--- config.mk ---
export PLATFORM = sky130hd
export DESIGN_NAME = cfc_chain_fifo
export DESIGN_NICKNAME = d
export VERILOG_FILES = /design/src/rtl/cfc_pkg.sv /design/src/rtl/cfc_pulse_delay.sv /design/src/rtl/cfc_stage.sv /design/src/rtl/cfc_chain_fifo.sv
export SDC_FILE = /design/constraint.sdc
export NUM_CORES = 1
export LEC_CHECK = 0
export ABC_CLOCK_PERIOD_IN_PS = 8400
export BUFFER_PORTS_ARGS = -buffer_cell sky130_fd_sc_hd__buf_2
export CAP_MARGIN = 20
export CORE_MARGIN = 4
export CORE_UTILIZATION = 59
export CTS_BUF_LIST = sky130_fd_sc_hd__clkbuf_16
export DETAILED_ROUTE_END_ITERATION = 10
export HOLD_SLACK_MARGIN = 0.12
export PLACE_DENSITY = 0.83
export SLEW_MARGIN = 10
export SYNTH_ARGS = -nofsm -noshare
export SYNTH_HDL_FRONTEND = slang
export SYNTH_SLANG_ARGS = --single-unit
--- constraint.sdc ---
create_clock -name clk -period 8.4 [get_ports clk]
set_clock_uncertainty 0.15 [all_clocks]
set_input_delay 0.42 -clock clk [delete_from_list [all_inputs] [get_ports clk]]
set_output_delay 0.42 -clock clk [all_outputs]
set_load 0.01 [all_outputs]
--- src/rtl/cfc_pkg.sv ---
package cfc_pkg;

  // Edges from an accepted write until the word counts as visible in a stage
  localparam int WR_TO_VIS   = 3;
  // Edges from an accepted read until the slot counts as free in a stage
  localparam int FREE_TO_VIS = 2;

  // Edges from a write at the head until the tail shows out-ready
  function automatic int fill_latency(input int n_stages);
    return (n_stages - 1) * (WR_TO_VIS + 1) + WR_TO_VIS;
  endfunction

  // Edges from a read at the tail until the head shows in-ready
  function automatic int drain_latency(input int n_stages);
    return (n_stages - 1) * (FREE_TO_VIS + 1) + FREE_TO_VIS;
  endfunction

  function automatic int cnt_width(input int depth);
    return $clog2(depth + 1);
  endfunction

  function automatic int ptr_width(input int depth);
    return (depth > 1) ? $clog2(depth) : 1;
  endfunction

endpackage

--- src/rtl/cfc_pulse_delay.sv ---
module cfc_pulse_delay #(
  parameter int DLY = 3
) (
  input  logic           clk,
  input  logic           rst,
  input  logic           pulse_i,
  output logic           pulse_o,
  output logic [DLY-1:0] taps_o
);

  // Shift chain: taps_o[0] is the pulse one edge late, taps_o[DLY-1] is DLY edges late
  for (genvar g = 0; g < DLY; g++) begin : g_tap
    if (g == 0) begin : g_first
      always_ff @(posedge clk) begin
        if (rst) taps_o[g] <= 1'b0;
        else     taps_o[g] <= pulse_i;
      end
    end else begin : g_next
      always_ff @(posedge clk) begin
        if (rst) taps_o[g] <= 1'b0;
        else     taps_o[g] <= taps_o[g-1];
      end
    end
  end

  assign pulse_o = taps_o[DLY-1];

endmodule

--- src/rtl/cfc_stage.sv ---
module cfc_stage #(
  parameter int WIDTH    = 16,
  parameter int DEPTH    = 8,
  parameter int AF_LEVEL = 2,
  parameter int AE_LEVEL = 2
) (
  input  logic             clk,
  input  logic             rst,
  input  logic             push_req,
  input  logic [WIDTH-1:0] push_data,
  output logic             in_ready,
  input  logic             pop_req,
  output logic [WIDTH-1:0] out_data,
  output logic             out_ready,
  output logic             almost_full,
  output logic             almost_empty
);
  import cfc_pkg::*;

  localparam int PTR_W = ptr_width(DEPTH);
  localparam int CNT_W = cnt_width(DEPTH);
  localparam logic [PTR_W-1:0] LAST_SLOT = PTR_W'(DEPTH - 1);

  logic [WIDTH-1:0] mem [DEPTH];
  logic [PTR_W-1:0] wptr, rptr;
  logic [CNT_W-1:0] avail, space;
  logic [CNT_W-1:0] avail_nxt, space_nxt;

  // Named internal events
  logic push_ok, pop_ok;
  logic push_seen, pop_seen;
  logic [WR_TO_VIS-1:0]   push_taps;
  logic [FREE_TO_VIS-1:0] pop_taps;

  assign push_ok = push_req && in_ready;
  assign pop_ok  = pop_req  && out_ready;

  cfc_pulse_delay #(.DLY(WR_TO_VIS)) u_push_dly (
    .clk     (clk),
    .rst     (rst),
    .pulse_i (push_ok),
    .pulse_o (push_seen),
    .taps_o  (push_taps)
  );

  cfc_pulse_delay #(.DLY(FREE_TO_VIS)) u_pop_dly (
    .clk     (clk),
    .rst     (rst),
    .pulse_i (pop_ok),
    .pulse_o (pop_seen),
    .taps_o  (pop_taps)
  );

  always_comb begin
    avail_nxt = avail;
    if (push_seen) avail_nxt = avail_nxt + CNT_W'(1);
    if (pop_ok)    avail_nxt = avail_nxt - CNT_W'(1);
    space_nxt = space;
    if (pop_seen)  space_nxt = space_nxt + CNT_W'(1);
    if (push_ok)   space_nxt = space_nxt - CNT_W'(1);
  end

  always_ff @(posedge clk) begin
    if (rst) begin
      wptr  <= '0;
      rptr  <= '0;
      avail <= '0;
      space <= CNT_W'(DEPTH);
    end else begin
      if (push_ok) wptr <= (wptr == LAST_SLOT) ? '0 : wptr + PTR_W'(1);
      if (pop_ok)  rptr <= (rptr == LAST_SLOT) ? '0 : rptr + PTR_W'(1);
      avail <= avail_nxt;
      space <= space_nxt;
    end
  end

  always_ff @(posedge clk) begin
    if (push_ok) mem[wptr] <= push_data;
  end

  assign out_data     = mem[rptr];
  assign out_ready    = (avail != '0);
  assign in_ready     = (space != '0);
  assign almost_full  = (space <= CNT_W'(AF_LEVEL));
  assign almost_empty = (avail <= CNT_W'(AE_LEVEL));

  // visible words, free slots and words or slots still in flight always total the depth
  assert_no_overflow_R3: assert property (@(posedge clk) disable iff (rst)
    (int'(avail) + int'(space) + $countones(push_taps) + $countones(pop_taps)) == DEPTH);

  // a refused write leaves the write pointer where it was
  assert_ignore_write_R6: assert property (@(posedge clk) disable iff (rst)
    (push_req && !in_ready) |=> $stable(wptr));

  // a refused read leaves the read pointer where it was
  assert_ignore_read_R7: assert property (@(posedge clk) disable iff (rst)
    (pop_req && !out_ready) |=> $stable(rptr));

  // a word becomes visible only when its delayed write pulse arrives
  assert_no_early_data_R4: assert property (@(posedge clk) disable iff (rst)
    (!out_ready && !push_seen) |=> !out_ready);

  // a slot becomes free only when its delayed read pulse arrives
  assert_no_early_space_R5: assert property (@(posedge clk) disable iff (rst)
    (!in_ready && !pop_seen) |=> !in_ready);

endmodule

--- src/rtl/cfc_chain_fifo.sv ---
module cfc_chain_fifo #(
  parameter int WIDTH       = 16,
  parameter int N_STAGES    = 3,
  parameter int STAGE_DEPTH = 8,
  parameter int AF_LEVEL    = 2,
  parameter int AE_LEVEL    = 2
) (
  input  logic             clk,
  input  logic             rst,
  input  logic             wr_en,
  input  logic [WIDTH-1:0] wr_data,
  output logic             in_ready,
  output logic             almost_full,
  input  logic             rd_en,
  output logic [WIDTH-1:0] rd_data,
  output logic             out_ready,
  output logic             almost_empty
);
  import cfc_pkg::*;

  localparam int LAST = N_STAGES - 1;
  localparam int MAX_IN_FLIGHT = WR_TO_VIS + FREE_TO_VIS;

  logic [N_STAGES-1:0] push_s, pop_s, ir_s, or_s, af_s, ae_s;
  logic [WIDTH-1:0]    din_s  [N_STAGES];
  logic [WIDTH-1:0]    dout_s [N_STAGES];
  // hop_s[i]: a word moves from stage i-1 into stage i on this edge
  logic [N_STAGES-1:0] hop_s;

  for (genvar i = 0; i < N_STAGES; i++) begin : g_stage
    if (i == 0) begin : g_head
      assign hop_s[i]  = 1'b0;
      assign push_s[i] = wr_en;
      assign din_s[i]  = wr_data;
    end else begin : g_inner
      assign hop_s[i]  = or_s[i-1] && ir_s[i];
      assign push_s[i] = hop_s[i];
      assign din_s[i]  = dout_s[i-1];
    end

    if (i == LAST) begin : g_tail
      assign pop_s[i] = rd_en;
    end else begin : g_pass
      assign pop_s[i] = hop_s[i+1];
    end

    cfc_stage #(
      .WIDTH    (WIDTH),
      .DEPTH    (STAGE_DEPTH),
      .AF_LEVEL (AF_LEVEL),
      .AE_LEVEL (AE_LEVEL)
    ) u_stage (
      .clk          (clk),
      .rst          (rst),
      .push_req     (push_s[i]),
      .push_data    (din_s[i]),
      .in_ready     (ir_s[i]),
      .pop_req      (pop_s[i]),
      .out_data     (dout_s[i]),
      .out_ready    (or_s[i]),
      .almost_full  (af_s[i]),
      .almost_empty (ae_s[i])
    );

    // a stage reporting almost-empty can never be out of space
    if (STAGE_DEPTH > AE_LEVEL + MAX_IN_FLIGHT) begin : g_ae_chk
      assert_ae_not_full_R9: assert property (@(posedge clk) disable iff (rst)
        ae_s[i] |-> ir_s[i]);
    end
    // a stage reporting almost-full always has a word to offer
    if (STAGE_DEPTH > AF_LEVEL + MAX_IN_FLIGHT) begin : g_af_chk
      assert_af_has_data_R8: assert property (@(posedge clk) disable iff (rst)
        af_s[i] |-> or_s[i]);
    end
  end

  assign in_ready     = ir_s[0];
  assign almost_full  = af_s[0];
  assign out_ready    = or_s[LAST];
  assign almost_empty = ae_s[LAST];
  assign rd_data      = dout_s[LAST];

  // the presented word stays put until it is read
  assert_hold_word_R10: assert property (@(posedge clk) disable iff (rst)
    (out_ready && !rd_en) |=> (out_ready && $stable(rd_data)));

endmodule

==> key figures <==
Place
  • DP HPWL: approximately 18 mm
  • IO buf count: 39
  • Area after DPL: 0.0188 sq mm
  • GPL Wtd Cong: ~0.72

Setup path
  • Critical path class: flip-flop to flip-flop
  • Crit path max-delay family: simple AND/OR/NAND/NOR gates
  • CP max FO: 9
  • Setup crit start kind: flip-flop
  • WP buf/inv: 2
  • Crit. End Element: flip-flop
  • R2r setup slk: ~5.4 ns
  • Worst setup path start: g_stage[2].u_stage.space[0]
  • Reg2Reg Depth: 7
  • Setup crit end: g_stage[2].u_stage.mem[7][0]
  • Required @ worst endpoint: around 8.5 ns
  • Crit Reg-Reg Endpoint: g_stage[2].u_stage.mem[7][0]
  • Worst EP arrival: 3.09 ns
  • Worst-path cell chain: inv_1, ha_1, or3b_1, and2_1, nand2_1, nor2_1, buf_4
  • Critical Path Slowest Stage Cell: nor2_1
  • R2r startpoint: g_stage[2].u_stage.space[0]
  • Worst path depth: 7
  • CP peak stage delay: roughly 0.70 ns

Timing
  • Count of final setup violators: 0
  • Highest clock rate: between 300 and 400 MHz
  • RSZ-0062 raised after global routing: no
  • Worst slew margin: between 30 and 40%
  • Max Slew Vio Count: 0
  • Final period util: 35.8%
  • Pin slew with the least headroom to its limit: 0.987 ns
  • Total Neg Setup Slack: 0 ns
  • Hold Fails Final Rpt: 0
  • Fin crit period: 3.01 ns

Clock network
  • Max Buffers Root-to-Sink: 3
  • CTS Hold Buffers Added: 18
  • Cts bufs inserted: 44
  • # Post-CTS Setup Buffers: 0
  • CTS tree: done
  • Root buf cell: clkbuf_16
  • Cts repair resizes: 0
  • CTS HTree Levels: 2
  • Clk Latency, worst-skew pair: roughly 0.54 ns
  • Clk slew on worst S/H paths: 0.06 ns
  • Clock sink count: between 400 and 500

Detailed routing
  • Post-Route WL: around 32 mm
  • Average via count per standard cell: around 6
  • Drt pass-1 iters: 5
  • Via count: roughly 8600
  • Drc violations: 0
  • Number of routed nets with antenna violations: 0
  • Drt wl/cell: between 20 and 25 um
  • Initial DRC Count: roughly 580

Floorplanning
  • Die area: 0.0336 sq mm
  • Row cnt: 63
  • Die height: about 180 um
  • Ports: 40
  • Initial Util: between 60% and 70%
  • DIE WIDTH: ~180 um
  • Core Region: approximately 0.03 sq mm

Synthesis
  • FFs w/ async S/R, synth: 0%
  • Simple-gate share of the synthesized area: about 5.1%
  • Mux contribution to synthesized area: between 10% and 20%
  • Post-synthesis adder-cell area fraction: under 10%
  • Yosys cell types: 53
  • Mapped Nets: between 900 and 1000
  • Yosys reg bits: 450
  • Post-synthesis xor/xnor area fraction: about 1.6%
  • Compound-Gate Fraction of Synth Area: 1.28%
  • Synth Flop Type: edfxtp_1
  • Mean Syn Cell Area: between 15 and 20 sq um
  • EDFF count, synth: between 300 and 400
  • Mapped Cells: 934
  • Sequential area share after synthesis: just over 70%
  • Yosys warnings: 0
  • Largest family of logic cells by synthesized area: multiplexers
  • Post-Syn Area: 0.0181 sq mm

Global route
  • Total GRT Usage: roughly a fifth
  • Largest net degree at the start of global routing: 54
  • Initial antenna violation count: 0
  • First-pass GRT wire length: 50.4 mm
  • Vias in the first global route: ~9000
  • Global route overflow: 0

Finish
  • Cell area after layout: slightly above 0.02 sq mm
  • Layout cell share with drive strength beyond 1: about a fifth
  • ANT cells: 0
  • Synth-to-Final Area Change: 12.1%
  • Nets: approximately 1100

Power
  • Leak Pwr: slightly below 7 nW
  • Power Density: between 300 and 400 mW/mm^2
  • Max IR drop VDD: ~0.21 mV

Flow run
  • Max-cap violations: 0

Min path
  • Hold Path Class: flip-flop to flip-flop

Outcome
  • Status: finished clean
==> logic make-up after synthesis <==
family | after synthesis
and+or+nand+nor | 175
buffers and inverters | 57
muxes | 150
adders and majority gates | 32
xor gates and xnor gates | 33
DFF | 450
AOI/OAI and AO/OA | 37
==> area by class of cell <==
class,count,area [sq um]
Sequential cell,450,12900
Fill cell,1848,9650
Multi-Input combinational cell,427,5040
Clock buffer,45,1130
Timing Repair Buffer,86,593
Tap cell,390,488
Clock inverter,31,158
Inverter,14,52.6
==> per-stage QoR <==
stage | power [mW] | utilization, % | hold WS (ns) | setup WS (ns) | std cells
2_1_floorplan | 4.75 | - | 0.264 | 5.02 | 934
3_3_place_gp | 5.18 | 62.9 | 0.266 | 5.46 | 1348
3_5_place_dp | 5.27 | 62.9 | 0.272 | 5.40 | 1348
4_1_cts | 7.07 | 67.8 | 0.291 | 5.36 | 1442
5_1_grt | 7.38 | 67.8 | 0.302 | 5.20 | 1443
6_report | 7.00 | 67.8 | 0.287 | 5.39 | 1443
==> flip-flops by register name, summed over array words and instances (netlist names), named ones only <==
signal,flops
g_stage.u_stage.mem,384
g_stage.u_stage.avail,12
g_stage.u_stage.space,12
g_stage.u_stage.rptr,9
g_stage.u_stage.wptr,9
g_stage.u_stage.u_push_dly.taps_o,6
g_stage.u_stage.u_pop_dly.pulse_o,3
g_stage.u_stage.u_pop_dly.taps_o,3
g_stage.u_stage.u_push_dly.pulse_o,3
==> report_power, final <==
group	internal [mW]	switching [mW]	leakage, nW
Combinational	0.859	1.09	2.19
Sequential	3.09	0.208	4.04
Clock	0.994	0.767	0.691
==> worst min path at each step <==
stage / start / end / cells past startpoint
after floorplan: g_stage[0].u_stage.u_pop_dly.taps_o[0] / g_stage[0].u_stage.u_pop_dly.pulse_o / 1
after global placement: g_stage[0].u_stage.u_push_dly.taps_o[1] / g_stage[0].u_stage.u_push_dly.pulse_o / 1
after detailed placement: g_stage[1].u_stage.u_push_dly.taps_o[0] / g_stage[1].u_stage.u_push_dly.taps_o[1] / 1
after CTS: g_stage[1].u_stage.u_push_dly.taps_o[0] / g_stage[1].u_stage.u_push_dly.taps_o[1] / 1
after global routing: g_stage[0].u_stage.u_push_dly.taps_o[0] / g_stage[0].u_stage.u_push_dly.taps_o[1] / 1
final: g_stage[1].u_stage.u_push_dly.taps_o[0] / g_stage[1].u_stage.u_push_dly.taps_o[1] / 1
==> placed cells by master, fill, tap and decap left out, drive strengths merged, types with 28 or more instances in the layout <==
cell    Yosys  routed
dfxtp      66      66
mux4       96      96
inv        14      32
ha         32      32
nor2       28      28
buf        30      67
edfxtp    384     384
mux2       48      48
clkbuf     13      46
nand2      59      59
==> cells in the mapped netlist (all sizes together), types with 6 or more instances <==
library cell	n	area, sq um
a21oi	21	105
and3	6	37.5
buf	30	236
clkbuf	13	53.8
dfxtp	66	1320
edfxtp	384	11500
ha	32	400
inv	14	52.6
mux2	48	541
mux2i	6	60.1
mux4	96	2480
nand2	59	234
nand3	10	50.1
nand4	10	62.6
nor2	28	105
nor2b	10	62.6
nor3	10	50.1
nor3b	6	45.0
or3	7	43.8
or3b	6	55.1
xnor2	25	219
xor2	8	70.1
==> metal layers <==
layer  track usage, %  part of all wire (%)  vias to the layer above  wire [um]
met5                0                     0                        -          0
met1             25.2                    41                     4386      12800
met3             2.86                   4.7                       48       1480
met4             4.80                   1.8                        0        563
met2             34.5                    53                      217      16700
li1                 -                     -                     3967          -
No activity file was read; power rests on OpenSTA's default activity.
